## src/rtl/kps_pkg.sv

```systemverilog
package kps_pkg;
    typedef enum logic [1:0] {
        ST_SCAN    = 2'd0,
        ST_CONFIRM = 2'd1,
        ST_RELEASE = 2'd2
    } kps_state_e;
endpackage

```

## src/rtl/kps_row_drive.sv

```systemverilog
module kps_row_drive #(
    parameter int ROWS  = 4,
    parameter int ROW_W = 2
) (
    input  logic [ROW_W-1:0] row_idx,
    output logic [ROWS-1:0]  row_out
);
    for (genvar i = 0; i < ROWS; i++) begin : g_row
        assign row_out[i] = (row_idx == ROW_W'(i));
    end
endmodule

```

## src/rtl/kps_col_pick.sv

```systemverilog
module kps_col_pick #(
    parameter int COLS  = 4,
    parameter int COL_W = 2
) (
    input  logic [COLS-1:0]  cols,
    output logic             any,
    output logic [COL_W-1:0] idx
);
    always_comb begin
        any = |cols;
        idx = '0;
        for (int j = COLS - 1; j >= 0; j--) begin
            if (cols[j]) idx = COL_W'(j);
        end
    end
endmodule

```

## src/rtl/kps_code_map.sv

```systemverilog
module kps_code_map #(
    parameter int ROWS   = 4,
    parameter int COLS   = 4,
    parameter int ROW_W  = 2,
    parameter int COL_W  = 2,
    parameter int CODE_W = 4
) (
    input  logic [ROW_W-1:0]  row,
    input  logic [COL_W-1:0]  col,
    output logic [CODE_W-1:0] code
);
    localparam int N_KEYS = ROWS * COLS;
    localparam int IDX_W  = (N_KEYS > 1) ? $clog2(N_KEYS) : 1;

    logic [CODE_W-1:0] tbl [N_KEYS];
    logic [IDX_W-1:0]  idx;

    for (genvar r = 0; r < ROWS; r++) begin : g_r
        for (genvar c = 0; c < COLS; c++) begin : g_c
            assign tbl[r*COLS + c] = CODE_W'(r*COLS + c);
        end
    end

    assign idx  = IDX_W'(row) * IDX_W'(COLS) + IDX_W'(col);
    assign code = tbl[idx];
endmodule

```

## src/rtl/keypad_scan.sv

```systemverilog
module keypad_scan #(
    parameter int ROWS         = 4,
    parameter int COLS         = 4,
    parameter int DWELL_CYC    = 4,
    parameter int DEBOUNCE_CYC = 50000
) (
    input  logic                             clk,
    input  logic                             rst_n,
    input  logic [COLS-1:0]                  col_in,
    output logic [ROWS-1:0]                  row_out,
    output logic                             key_valid,
    output logic [$clog2(ROWS)-1:0]          key_row,
    output logic [$clog2(COLS)-1:0]          key_col,
    output logic [$clog2(ROWS*COLS)-1:0]     key_code
);
    import kps_pkg::*;

    localparam int ROW_W   = $clog2(ROWS);
    localparam int COL_W   = $clog2(COLS);
    localparam int CODE_W  = $clog2(ROWS * COLS);
    localparam int CNT_MAX = (DEBOUNCE_CYC > DWELL_CYC) ? DEBOUNCE_CYC : DWELL_CYC;
    localparam int CNT_W   = $clog2(CNT_MAX + 1);
    localparam logic [CNT_W-1:0] DWELL_LAST = CNT_W'(DWELL_CYC - 1);
    localparam logic [CNT_W-1:0] DEB_LAST   = CNT_W'(DEBOUNCE_CYC - 1);
    localparam logic [ROW_W-1:0] ROW_LAST   = ROW_W'(ROWS - 1);

    typedef struct packed {
        kps_state_e       st;
        logic [ROW_W-1:0] row;
        logic [CNT_W-1:0] cnt;
        logic [COL_W-1:0] cap_col;
        logic             valid;
        logic [ROW_W-1:0] out_row;
        logic [COL_W-1:0] out_col;
    } kps_regs_t;

    kps_regs_t q, d;

    logic             hit;
    logic [COL_W-1:0] hit_col;
    logic [ROW_W-1:0] next_row;
    logic             held;

    kps_row_drive #(.ROWS(ROWS), .ROW_W(ROW_W)) u_rows (
        .row_idx (q.row),
        .row_out (row_out)
    );

    kps_col_pick #(.COLS(COLS), .COL_W(COL_W)) u_pick (
        .cols (col_in),
        .any  (hit),
        .idx  (hit_col)
    );

    kps_code_map #(
        .ROWS(ROWS), .COLS(COLS), .ROW_W(ROW_W), .COL_W(COL_W), .CODE_W(CODE_W)
    ) u_map (
        .row  (q.out_row),
        .col  (q.out_col),
        .code (key_code)
    );

    assign next_row = (q.row == ROW_LAST) ? '0 : q.row + 1'b1;
    assign held     = col_in[q.cap_col];

    always_comb begin
        d       = q;
        d.valid = 1'b0;
        unique case (q.st)
            ST_SCAN: begin
                if (q.cnt == DWELL_LAST) begin
                    d.cnt = '0;
                    if (hit) begin
                        d.st      = ST_CONFIRM;
                        d.cap_col = hit_col;
                    end else begin
                        d.row = next_row;
                    end
                end else begin
                    d.cnt = q.cnt + 1'b1;
                end
            end
            ST_CONFIRM: begin
                if (q.cnt == DEB_LAST) begin
                    d.cnt = '0;
                    if (held) begin
                        d.valid   = 1'b1;
                        d.out_row = q.row;
                        d.out_col = q.cap_col;
                        d.st      = ST_RELEASE;
                    end else begin
                        d.st  = ST_SCAN;
                        d.row = next_row;
                    end
                end else begin
                    d.cnt = q.cnt + 1'b1;
                end
            end
            ST_RELEASE: begin
                if (held) begin
                    d.cnt = '0;
                end else if (q.cnt == DEB_LAST) begin
                    d.cnt = '0;
                    d.st  = ST_SCAN;
                    d.row = next_row;
                end else begin
                    d.cnt = q.cnt + 1'b1;
                end
            end
            default: begin
                d = '0;
            end
        endcase
    end

    always_ff @(posedge clk or negedge rst_n) begin
        if (!rst_n) q <= '0;
        else        q <= d;
    end

    assign key_valid = q.valid;
    assign key_row   = q.out_row;
    assign key_col   = q.out_col;

    AST_ONE_ROW: assert property (@(posedge clk) disable iff (!rst_n)
        $onehot(row_out));

    AST_PULSE_SHORT: assert property (@(posedge clk) disable iff (!rst_n)
        key_valid |=> !key_valid);

    AST_CODE_MATCH: assert property (@(posedge clk) disable iff (!rst_n)
        key_valid |-> int'(key_code) == int'(key_row) * COLS + int'(key_col));

    AST_CONFIRMED: assert property (@(posedge clk) disable iff (!rst_n)
        key_valid |-> $past(col_in[q.cap_col]));

    AST_ROW_HELD: assert property (@(posedge clk) disable iff (!rst_n)
        (q.st != ST_SCAN && d.st != ST_SCAN) |=> $stable(row_out));
endmodule

```

## config.mk

```make
export PLATFORM = sky130hd
export DESIGN_NAME = keypad_scan
export DESIGN_NICKNAME = d
export VERILOG_FILES = /design/src/rtl/kps_pkg.sv /design/src/rtl/kps_row_drive.sv /design/src/rtl/kps_col_pick.sv /design/src/rtl/kps_code_map.sv /design/src/rtl/keypad_scan.sv
export SDC_FILE = /design/constraint.sdc
export NUM_CORES = 1
export LEC_CHECK = 0
export BUFFER_PORTS_ARGS = -buffer_cell sky130_fd_sc_hd__buf_2
export CAP_MARGIN = 20
export CORE_UTILIZATION = 65
export CTS_BUF_LIST = sky130_fd_sc_hd__clkbuf_2
export DETAILED_ROUTE_END_ITERATION = 7
export PLACE_DENSITY = 0.95
export SETUP_SLACK_MARGIN = 0.4
export SLEW_MARGIN = 10
export SYNTH_ARGS = -nofsm -noshare
export SYNTH_HDL_FRONTEND = slang
export SYNTH_SLANG_ARGS = --single-unit
```

## constraint.sdc

```tcl
create_clock -name clk -period 3.2 [get_ports clk]
set_input_delay 0.48 -clock clk [delete_from_list [all_inputs] [get_ports clk]]
set_output_delay 0.48 -clock clk [all_outputs]
set_load 0.05 [all_outputs]
```

Yosys cells after proc, flatten, opt, wreduce, memory -nomap -nowiden

Memories as Yosys holds them, arrays and structs flattened.
Cells that the tools add are included.

Register bits after elaboration: 27
Bits in latches: 0
Memory bits (writable): 0
ROM bits: 64
Input bits: 6
Output and inout bits: 13
Memories kept: 1

$add $sub $neg: 3
$mul: 0
Divide/modulo/power cells: 0
$lt $le $gt $ge: 2
Eq/ne operators: 15
Shift operators: 0
Mux-type cells: 27
Bitwise logic cells: 3
Reductions and logical operators: 9

Memories:

| memory           | depth | bits a word | rd ports | clocked after memory_dff | write ports | RTL line           | RTL |
|---|---|---|---|---|---|---|---|
| (name not given) | 16    | 4           | 1        | 0                        | 0           | kps_code_map.sv:25 | `assign code = tbl[idx];` |

Operator list:

| kind                  | number |
|---|---|
| $pmux 20 s3           | 1 |
| $mux 16               | 3 |
| $mux 4                | 6 |
| $mux 2                | 11 |
| $add 16x1->16 const B | 1 |
| $eq 16x16->1 const B  | 1 |
| $eq 16x2->1 const B   | 1 |
| $ne 2x2->1 const B    | 8 |
| $mux 5                | 2 |
| $pmux 5 s2            | 1 |
| $eq 2x2->1 const B    | 3 |
| $reduce_and 3->1      | 2 |
| $reduce_and 6->1      | 1 |
| $ge 5x5->1 const B    | 1 |
| $not 4->5             | 1 |
| $reduce_and 5->1      | 1 |
| $add 4x2->4           | 1 |
| $eq 2x1->1 const B    | 2 |
| $logic_not 2->1       | 2 |
| $pmux 2 s2            | 1 |
| $reduce_or 2->1       | 2 |
| $reduce_or 4->1       | 1 |
| $lt 2x3->1 const B    | 1 |
| $add 2x1->2 const B   | 1 |
| other kinds (3)       | 4 |

Depth between registers and ports, before layout

Gate-level depths: netlist (run 1).

Word-level depth: 7
Depth in mapped cells: 9
Gate-level depth less buffers: 7

Modules after synthesis

From an unflattened synthesis (run 1), not the netlist that was laid out.

Cells, all modules: 173
Area total of the unflattened synthesis: 1649.1 µm²

By module, submodules not included:

| module        | times used | cells an instance | area each (µm²) | sequential area each (µm²) |
|---|---|---|---|---|
| keypad_scan   | 1          | 158               | 1557.7          | 675.6 |
| kps_col_pick  | 1          | 7                 | 35.0            | 0.0 |
| kps_code_map  | 1          | 4                 | 30.0            | 0.0 |
| kps_row_drive | 1          | 4                 | 26.3            | 0.0 |

Worst setup path before layout (run 1)

No wires, ideal clock.

Path type: reg2reg
Start point: reg q[11] in the netlist's numbering
End point: reg q (netlist bit key_col[0])
Library setup time: 0.121 ns
Arrival: 1.752 ns
Path slack: 1.327 ns
Cell stages (with the launch flop): 8
Path buffers: 2
Clock period less this slack: 1.873 ns
Cell sequence: dfrtp_1 -> buf_6 -> nor3_1 -> nand4_2 -> or2_1 -> buf_6 -> mux2_4 -> a22o_1

Longest elaborated chain between the ends: 3

Ends and longest elaborated chain:

| item                              | RTL line           | RTL |
|---|---|---|
| start, declared                   | keypad_scan.sv:37  | `kps_regs_t q, d;` |
| start signal, assigned            | keypad_scan.sv:117 | `if (!rst_n) q <= '0;` |
| start signal, assigned            | keypad_scan.sv:118 | `else q <= d;` |
| $eq 16x16->1                      | keypad_scan.sv:84  | `if (q.cnt == DEB_LAST) begin` |
| $ne 2x2->1 (no source line)       | --                 |  |
| $reduce_and 3->1 (no source line) | --                 |  |

Every way passes these cells.
A chain may end at the register's enable or synchronous reset.

Worst setup path after layout (run 1)

Start point: reg q[7] in the netlist's numbering
End point: reg q[24] in the netlist's numbering

Longest elaborated chain between the ends: 3

Ends and longest elaborated chain:

| item                                               | RTL line |
|---|---|
| $eq 16x16->1 / $eq 16x2->1 (equally long branches) | keypad_scan.sv:84, keypad_scan.sv:102, keypad_scan.sv:71 |
| $ne 2x2->1 (no source line)                        | -- |
| $reduce_and 6->1 (no source line) *                | -- |

Every way passes the cells marked *; elsewhere a longest branch is shown, timed or not.

==> results of run 1 <==
==> cell type report <==
cell class	count	area, sq um	share of cell area, %
Timing Repair Buffer	18	90.1	5.31
Inverter	11	41.3	2.44
Sequential cell	27	676	39.9
Multi-Input combinational cell	116	831	49.0
Clock buffer	3	15.0	0.886
Tap cell	28	35.0	2.07
Clock inverter	1	7.51	0.443
==> worst reg2reg max path, stage by stage, from the launching register on <==
cell,delay (ns)
dfrtp_1,0.43
ha_1,0.25
nor4b_1,0.32
a41oi_1,0.32
a21oi_1,0.31
nand3_1,0.19
mux2_2,0.31
==> metrics by stage <==
step / utilization (%) / cells / setup slack [ns] / power (W) / hold slack (ns)
after floorplan: - / 167 / 1.33 / 0.000367 / 0.184
after global placement: 72.8 / 200 / 1.19 / 0.000378 / 0.441
after detailed placement: 72.8 / 200 / 1.09 / 0.000380 / 0.456
after CTS: 73.8 / 204 / 1.05 / 0.000514 / 0.0663
after global routing: 73.8 / 204 / 0.803 / 0.000530 / 0.0745
final: 73.8 / 204 / 0.998 / 0.000510 / 0.0471
==> path summary, 6_finish.rpt <==
path | to | slack [ns] | cells past startpoint
max | q[24] | 1.0 | 6
min | key_col[0] | 0.05 | 1
max reg2reg | q[24] | 1.0 | 6
min reg2reg | q[7] | 0.48 | 1
max in group asynchronous | q[8] | 2.77 | 1
min in group clk | q[5] | 0.37 | 3
==> synth_stat cells, drive strengths merged, types with 2 or more instances <==
master and n:
dfrtp 27, nor2 24, buf 12, inv 11, ha 9, xnor2 9
nand3 7, nor3 6, a21oi 5, nand2 5, xor2 5, and4 4
nand4 4, a22o 3, mux2 3, mux2i 3, nor3b 3, and3 2
nor4 2, nor4b 2, o21ai 2, or2 2, or4 2
==> cell usage in the layout (no fill, tap or decap), types with 2 or more instances in the layout <==
master / Yosys / routed
xor2_1: 5 / 5
clkbuf_2: 0 / 3
nand2_1: 5 / 5
nor2_1: 24 / 24
a22o_1: 3 / 3
dfrtp_1: 27 / 27
or4_1: 2 / 2
buf_2: 1 / 18
inv_1: 10 / 10
ha_1: 9 / 9
and4_1: 4 / 4
mux2_4: 2 / 2
nand4_1: 3 / 3
mux2i_1: 3 / 3
or2_1: 2 / 2
xnor2_1: 9 / 9
and3_1: 2 / 2
nor4b_1: 2 / 2
nand3_1: 7 / 7
nor3_1: 6 / 6
nor3b_1: 3 / 3
a21oi_1: 5 / 5
==> power by group through the flow <==
stage / Combinational, W / Clock, W / Sequential, W
5_1_grt: 0.0000308 / 0.000151 / 0.000348
4_1_cts: 0.0000270 / 0.000139 / 0.000348
6_report: 0.0000266 / 0.000136 / 0.000348
3_5_place_dp: 0.0000267 / 0 / 0.000353
2_1_floorplan: 0.0000145 / 0 / 0.000353
3_3_place_gp: 0.0000253 / 0 / 0.000353
==> logic make-up after synthesis <==
family | Yosys count | share of synthesized area [%]
AND/OR/NAND/NOR | 67 | 22.1
flip-flops | 27 | 40.9
buffers and inverters | 24 | 8.72
AO/OA/AOI/OAI | 19 | 8.26
XOR/XNOR | 14 | 7.43
adder cells (fa/ha/maj) | 9 | 6.82
multiplexers | 7 | 5.69
==> metal layers <==
| metal | track usage [%] | vias up | wire (microns) |
|---|---|---|---|
| li1 | - | 596 | - |
| met1 | 33.3 | 593 | 1420 |
| met2 | 43.7 | 40 | 1570 |
| met3 | 4.35 | 5 | 121 |
| met4 | 12.7 | 0 | 44 |
| met5 | 0 | - | 0 |
==> sequential cells by signal, indices dropped and copies added (netlist names) <==
| signal | flops |
|---|---|
| q | 22 |
| key_valid | 1 |
| key_col | 2 |
| key_row | 2 |
==> reports/qor.txt, run 1 <==
instance count of the mapped netlist -> 167
vias in the first global route -> 1,209
via count -> 1,234
Total Routing Usage GR -> 26.4%
Net Sw Power -> 0.000127 W
clk root buf -> clkbuf_2
crit-path cells -> ha_1, nor4b_1, a41oi_1, a21oi_1, nand3_1, mux2_2
final setup TNS -> 0 ns
Netlist cell types -> 45
Crit path largest cell delay -> 0.43 ns
clk slew on worst S/H paths -> 0.26 ns
CTS sink cnt -> 27
syn_nets -> 182
Clock Power Share -> 26.7%
Synth Cell Area -> 1650 sq um
WL/cell -> 15.5 microns
CP endpoint kind -> flip-flop
worst-path fanout max -> 5
Die Height -> 52.4 microns
Longest Clk Path Bufs -> 2
crit-path leading delay family -> compound AO/OA/AOI/OAI gates
CTS Hold Bufs -> 0
Comb power frac -> 5.2%
total CTS buffers -> 3
fill cell count -> 166
DRT antenna net count -> 0
r2r startpoint -> q[7]
Post-DP Area -> 1670 sq um
post-layout min period -> 2.20 ns
status -> completed
DR iter-0 viols -> 48
Leak -> 0.829 nW
PD cells -> 301 nW/um^2
WP data arrival -> 2.51 ns
Port Buf Inserts -> 18
CP Launch Type -> flip-flop
Starting Density -> 71.8%
EDFF count, synth -> 0
number of antenna violations at the first check in global routing -> 0
Synth Flop Type -> dfrtp_1
sequential share of power -> 68.1%
Final setup viols -> 0
dominant cell type by area after synthesis -> dfrtp_1
first-pass GRT wire length -> 5240 microns
Clock Skew -> 0.00211 ns
Max-slew headroom -> 60.8%
Inserted Diodes -> 0
CTS tree -> built
RSZ-0062 raised after global routing -> false
switching fraction of total power -> 25.0%
Setup Buffers After CTS -> 0
Detailed Routing Iterations Pass 1 -> 4
Ports -> 19
Final Routed Wirelength -> 3160 microns
DRC -> 0
largest net degree at the start of global routing -> 28
Period Utilization, post-route -> 68.8%
share of the synthesized area in the top cell type -> 40.9%
die span in x -> 52.4 microns
yosys synthesis warning count -> 0
Slew Viols, Final -> 0
GR Overflow Total -> 0
detailed placement HPWL -> 2300 microns
clk_lat worst skew -> 0.37 ns
critical path startpoint -> q[7]
Hold WC Path Type -> in2async
Setup Crit Path Kind -> reg2reg
Die ar. -> 2740 sq um
nets -> 192
maximum VDD drop -> 277 uV
Power Internal -> 0.000383 W
asr flop ratio synth -> 100%
vias per cell -> 6.05
worst path buffer plus inverter count -> 0
CP Data Required Time -> 3.51 ns
Final Hold Fails -> 0
post-route cell area -> 1700 sq um
FF+latch count, synth -> 27
Post-CTS Resized -> 0
Mean Syn Cell Area -> 9.88 sq um
worst-margin pin slew -> 0.588 ns
Area Growth Syn to Fin -> 2.73%
top post-synthesis cells by area -> dfrtp_1 (41%), ha_1 (6.8%), nor2_1 (5.5%)
Fmax achieved -> 454 MHz
Critical Path Slowest Stage Cell -> dfrtp_1
share of cells above drive strength 1 -> 17.6%
# H-tree levels -> 1
maxcap violations -> 0
core box area -> 2300 sq um
post-synthesis sequential area ratio -> 40.9%
Final GP Congestion -> 0.814
row count -> 17
Note: power is estimated with default switching activity, not from simulation.
==> run 2: changes to the inputs <==
- ABC_AREA: not set -> 1
- CORE_UTILIZATION: 65 -> 54
- PLACE_DENSITY: 0.95 -> 0.88
- clock period: 3.2 -> 1.9 ns (I/O delays scaled with it)
==> run 2 against run 1 <==
The run now ends with design-rule violations left. Setup slack worse by 0.81 ns. Largest power group is now combinational logic. Flip-flop and latch count unchanged. Sequential power up 140%. Critical path type unchanged. Non-clock buffer count grew 28. Wire length rose by 87%.
==> reports/qor.txt, run 2 <==
vias per cell -> 6.08 (+0.51%)
Detailed Routing Iterations Pass 1 -> 8 (+4)
yosys synthesis warning count -> 0 (unchanged)
Final GP Congestion -> 0.969 (+19%)
EDFF count, synth -> 0 (unchanged)
maximum VDD drop -> 639 uV (+130%)
failing checks -> design-rule violations
CTS tree -> built
Final Hold Slack -> 0.182 ns (+0.135 ns)
number of antenna violations at the first check in global routing -> 0 (unchanged)
DRC -> 3 (+3)
most frequent cells in the layout -> nand2_1 (48), buf_4 (27), inv_1 (22), nor2_1 (22), dfrtp_1 (18)
total CTS buffers -> 3 (unchanged)
CP Data Required Time -> 2.20 ns (-1.31 ns)
WL/cell -> 18.9 microns (+22%)
worst-path fanout max -> 6 (+1)
die span in x -> 58.4 microns (+11%)
Final Routed Wirelength -> 5900 microns (+87%)
Mean Syn Cell Area -> 7.57 sq um (-23%)
CP Launch Type -> flip-flop
share of cells above drive strength 1 -> 42.9% (+25 points)
syn_nets -> 242 (+33%)
Die Height -> 58.4 microns (+11%)
Netlist cell types -> 26 (-42%)
core box area -> 3030 sq um (+32%)
vias in the first global route -> 1,506 (+25%)
Fmax achieved -> 583 MHz (+28%)
R2R setup slack -> 0.19 ns (-0.81 ns)
Longest Clk Path Bufs -> 2 (unchanged)
CTS sink cnt -> 27 (unchanged)
Final setup viols -> 0 (unchanged)
Port Buf Inserts -> 18 (unchanged)
# H-tree levels -> 1 (unchanged)
largest net degree at the start of global routing -> 28 (unchanged)
nets -> 284 (+48%)
max FFs per register -> 22 (unchanged)
maxcap violations -> 0 (unchanged)
Area Growth Syn to Fin -> 38.8%
dominant cell type by area after synthesis -> dfrtp_1
DR iter-0 viols -> 222 (+360%)
count leader, synth -> nand2_1
WP data arrival -> 2.01 ns (-0.50 ns)
Clock Skew -> 0.0217 ns (+0.0196 ns)
Final Hold Fails -> 0 (unchanged)
Max-slew headroom -> 58.6% (-2.2 points)
Slew Viols, Final -> 0 (unchanged)
detailed placement HPWL -> 2320 microns (+0.76%)
Synth Flop Type -> dfrtp_1
Period Utilization, post-route -> 90.2% (+21 points)
FF+latch count, synth -> 27 (unchanged)
via count -> 1,897 (+54%)
Crit path largest cell delay -> 0.55 ns (+0.12 ns)
GR Overflow Total -> 0 (unchanged)
top cells by count, synth -> nand2_1 (51), nor2_1 (36), inv_1 (30), dfrtp_1 (27), nand3_1 (15)
RSZ-0062 raised after global routing -> true
PD cells -> 1250 nW/um^2 (+310%)
first-pass GRT wire length -> 6600 microns (+26%)
clk slew on worst S/H paths -> 0.27 ns (about the same)
Setup Crit Path Kind -> reg2reg
most common cell after layout, fill and taps aside -> nand2_1
top post-synthesis cells by area -> dfrtp_1 (39%), nand2_1 (11%), nor2_1 (7.9%)
post-layout min period -> 1.71 ns (-0.488 ns)
Hold WC Path Type -> in2reg
clk_lat worst skew -> 0.37 ns (about the same)
Leak -> 1.15 nW (+39%)
crit-path cells -> nor2_4, nand2_1, nor2_1, nand2_1, nand2_2, nand2_2, inv_4, nand3_2, nand2_1, nand2_1
Total Routing Usage GR -> 25.5% (-0.84 points)
Synth Cell Area -> 1720 sq um (+4.1%)
status -> complete, but fails checks
asr flop ratio synth -> 100% (unchanged)
clk root buf -> clkbuf_2
share of the synthesized area in the top cell type -> 39.3% (-1.6 points)
row count -> 20 (+3)
Inserted Diodes -> 0 (unchanged)
final setup TNS -> 0 ns (unchanged)
Critical Path Slowest Stage Cell -> dfrtp_2
Starting Density -> 56.7% (-15 points)
DRT antenna net count -> 0 (unchanged)
CP dominant cell by count -> nand2_1
register with the most flip-flops -> q
instance count of the mapped netlist -> 227 (+36%)
Die ar. -> 3410 sq um (+24%)
CP endpoint kind -> flip-flop
post-synthesis sequential area ratio -> 39.3% (-1.6 points)
worst-margin pin slew -> 0.621 ns (+0.0332 ns)
Ports -> 19 (unchanged)
-- run 2: path summary, 6_finish.rpt --
kind                                  from    endpoint  cells after the start
worst max-delay path                  q[9]       q[24]                     10
worst min-delay path             col_in[0]        q[5]                      4
worst max register to register        q[9]       q[24]                     10
worst min register to register  key_col[1]  key_col[1]                      2
max in group asynchronous            rst_n       q[15]                      2
min in group asynchronous            rst_n  key_row[1]                      2
-- run 2: layout make-up --
cell class,count,area [sq um]
clock buffer,4,20.0
fill,169,643
inverter,30,123
multi-input combinational,161,1160
sequential,27,687
tap,44,55.1
timing repair buffer,46,339
-- run 2: through the flow --
step | area, sq um | total power, W | util (%) | setup WS [ns] | instances
6_report | 2380 | 0.00298 | 78.8 | 0.186 | 312
5_1_grt | 2380 | 0.00312 | 78.8 | 0.137 | 312
4_1_cts | 2080 | 0.00235 | 68.6 | 0.383 | 301
3_5_place_dp | 1790 | 0.00177 | 59.1 | 0.232 | 279
3_3_place_gp | 1790 | 0.00174 | 59.1 | 0.296 | 279
2_1_floorplan | 1720 | 0.00161 | - | 0.407 | 227
-- run 2: critical path: cells and delay by family (launching register included) --
| family | cells | cell delay, ns |
|---|---|---|
| buffers and inverters | 1 | 0.09 |
| and+or+nand+nor | 9 | 0.99 |
| DFF | 1 | 0.55 |
-- run 2: routing by layer --
layer / share of wire [%] / GRT usage [%] / vias to the layer above
met4: 6.1 / 14.3 / 0
met3: 7.4 / 2.42 / 50
met1: 38 / 32.2 / 898
li1: - / - / 801
met2: 48 / 43.2 / 148
met5: 0 / 0 / -
-- run 2: logic make-up (layout without fill, tap and decap cells) --
group	count (synthesis)	in the layout	synth area share [%]
adder cells (fa/ha/maj)	9	9	6.56
AO/OA/AOI/OAI	14	14	5.03
flip-flops	27	27	39.3
AND/OR/NAND/NOR	126	127	32.6
buffers and inverters	40	80	10.9
XOR/XNOR	11	11	5.61
-- run 2: timing repair --
| action | 4_1_cts | 5_1_grt |
|---|---|---|
| hold buffers | 1 | 0 |
| cloned | 1 | 0 |
| setup buffers | 16 | 11 |
| pin swaps | 5 | 11 |
| endpoints found under the setup margin | 26 | 30 |
| endpoints found under the hold margin | 27 | 0 |
| gates resized for setup | 36 | 57 |
-- run 2: power breakdown --
| group | switching (W) | total, W | internal [W] |
|---|---|---|---|
| combinational | 0.00116 | 0.00190 | 0.000747 |
| clock | 0.000179 | 0.000234 | 0.0000555 |
| sequential | 0.000162 | 0.000838 | 0.000677 |
| total | 0.00150 | 0.00298 | 0.00148 |
==> run 3: changes to the inputs <==
- CORE_UTILIZATION: 54 -> 65
- MAX_ROUTING_LAYER: not set -> met4
- PLACE_DENSITY: 0.88 -> 0.95
- clock period: 1.9 -> 2.1 ns (I/O delays scaled with it)
==> run 3 against run 2 <==
The run now ends clean. Clock skew about the same. Clock-buffer cell count unchanged. Total power fell by 30%. Critical path type unchanged. Critical endpoint is now q[11]. Largest cell class unchanged. Highest routed layer unchanged.
==> reports/qor.txt, run 3 (synthesis results as in run 2) <==
Setup WS post-layout -> 0.355 ns (+0.169 ns)
Longest Clk Path Bufs -> 2 (unchanged)
nets -> 262 (-7.7%)
Clock Skew -> 0.0219 ns (+0.000216 ns)
maxcap violations -> 0 (unchanged)
switching fraction of total power -> 49.6% (-0.69 points)
CP Data Required Time -> 2.40 ns (+0.20 ns)
grt met3 use -> 3.74% (+1.3 points)
final setup TNS -> 0 ns (unchanged)
post-layout min period -> 1.75 ns (+0.0306 ns)
fin util -> 78.5% (-0.28 points)
worst-case reg-to-reg path depth -> 8 (-2)
Power Internal -> 0.00105 W (-29%)
Leak -> 1.02 nW (-12%)
hold depth -> 4 (unchanged)
clk_lat worst skew -> 0.40 ns (+0.03 ns)
vias per cell -> 6.12 (+0.71%)
Detailed Routing Iterations Pass 1 -> 5 (-3)
GR Overflow Total -> 0 (unchanged)
maximum VDD drop -> 1170 uV (+84%)
met1 GRT Util -> 35.0% (+2.8 points)
DRC -> 0 (-3)
Total Routing Usage GR -> 27.4% (+1.9 points)
Comb power frac -> 55.5% (-8.5 points)
total CTS buffers -> 3 (unchanged)
Most Crowded Layer GR -> met2
most common cell after layout, fill and taps aside -> nand2_1
first-pass GRT wire length -> 5540 microns (-16%)
r2r startpoint -> q[19]
Die ar. -> 2850 sq um (-16%)
register with the most flip-flops -> q
Hold WC Path Type -> in2reg
number of antenna violations at the first check in global routing -> 0 (unchanged)
Slew Viols, Final -> 0 (unchanged)
WL/cell -> 16.3 microns (-14%)
detailed placement HPWL -> 2490 microns (+7.5%)
Final Routed Wirelength -> 4500 microns (-24%)
core box area -> 2480 sq um (-18%)
largest net degree at the start of global routing -> 28 (unchanged)
clk root buf -> clkbuf_2
Inserted Diodes -> 0 (unchanged)
Net Sw Power -> 0.00103 W (-31%)
Period Utilization, post-route -> 83.1% (-7.1 points)
worst-path fanout max -> 7 (+1)
sequential share of power -> 34.0% (+5.8 points)
CP Launch Type -> flip-flop
DRT antenna net count -> 0 (unchanged)
CP endpoint kind -> flip-flop
die span in x -> 53.4 microns (-8.5%)
Ports -> 19 (unchanged)
Max-slew headroom -> 60.1% (+1.5 points)
Port Buf Inserts -> 18 (unchanged)
Starting Density -> 69.3% (+13 points)
CTS tree -> built
Worst Hold Path EP -> q[5]
Die Height -> 53.4 microns (-8.5%)
post-route cell area -> 1940 sq um (-18%)
Final GP Congestion -> 0.897 (-7.5%)
share of cells above drive strength 1 -> 20.3% (-23 points)
Fmax achieved -> 573 MHz (-1.8%)
worst-margin pin slew -> 0.599 ns (-0.0222 ns)
Post-DP Area -> 1770 sq um (-1.1%)
status -> completed
row count -> 18 (-10%)
PD cells -> 1070 nW/um^2 (-14%)
Final setup viols -> 0 (unchanged)
most frequent cells in the layout -> nand2_1 (50), nor2_1 (34), inv_1 (27)
pre-CTS setup slack -> 0.411 ns (+0.179 ns)
Design Power -> 0.00209 W (-30%)
Setup Crit Path Kind -> reg2reg
max FFs per register -> 22 (unchanged)
Clock Power Share -> 10.5% (+2.6 points)
Final Hold Fails -> 0 (unchanged)
vias in the first global route -> 1,321 (-12%)
# H-tree levels -> 1 (unchanged)
clk slew on worst S/H paths -> 0.27 ns (about the same)
DR iter-0 viols -> 136 (-39%)
R2R setup slack -> 0.35 ns (+0.17 ns)
R2R Path End -> q[11]
GRT met2 Usage -> 42.9% (-0.27 points)
CTS sink cnt -> 27 (unchanged)
Hold Startpoint -> col_in[0]
RSZ-0062 raised after global routing -> true
Area Growth Syn to Fin -> 13.2%
fill cell count -> 168 (-0.59%)
WP data arrival -> 2.04 ns (+0.03 ns)
via count -> 1,690 (-11%)
critical path startpoint -> q[19]
-- run 3: cell types whose count changed in the layout (fill, tap and decap cells not counted), sizes merged --
cell      previous run  this run
inv                 30        29
clkinvlp             0         1
buf                 45        23
-- run 3: worst max-delay path by stage --
stage / end / slack [ns] / depth (start not counted)
finish: q[11] / 0.35 / 8
global route: q[11] / 0.23 / 8
CTS: row_out[2] / 0.41 / 3
detailed placement: q[7] / 0.41 / 8
global placement: q[7] / 0.49 / 8
floorplan: q[11] / 0.58 / 9
-- run 3: stage by stage --
step	hold slack, ns	std cells
floorplan	0.0194	227
global placement	0.343	265
detailed placement	0.350	265
CTS	0.205	270
global route	0.195	276
finish	0.171	276
-- run 3: repair_timing --
| item | CTS | global route |
|---|---|---|
| endpoints found under the setup margin | 11 | 26 |
| endpoints found under the hold margin | 27 | 0 |
| setup buffers | 0 | 5 |
| hold buffers | 1 | 0 |
| cloned | 0 | 1 |
| pin swaps | 0 | 4 |
| gates resized for setup | 3 | 23 |
-- run 3: critical path, stage by stage, from the launching register on --
cell	delay, ns
dfrtp_1	0.46
nor2_1	0.21
nand2_1	0.13
nor2_2	0.19
nand3_4	0.17
nand2_4	0.14
nand3_4	0.14
nand2_4	0.15
nor2_1	0.07
-- run 3: per-layer routing --
metal  vias to the layer above  wire (microns)
li1                        747               -
met1                       788            1770
met2                       117            2130
met3                        38             329
met4                         0             270
met5                         -               0
-- run 3: final cells by class --
cell class | instances | area [sq um] | area share, %
multi-input combinational | 161 | 940 | 48.3
sequential | 27 | 678 | 34.9
timing repair buffer | 24 | 153 | 7.85
inverter | 30 | 116 | 5.98
tap | 30 | 37.5 | 1.93
clock buffer | 4 | 20.0 | 1.03
-- run 3: power groups by stage --
stage,Sequential (W),Clock [W],Combinational (W)
after floorplan,0.000678,0,0.000775
after global placement,0.000695,0,0.000866
after detailed placement,0.000701,0,0.000902
after CTS,0.000691,0.000207,0.000934
after global routing,0.000718,0.000230,0.00126
final,0.000709,0.000219,0.00116
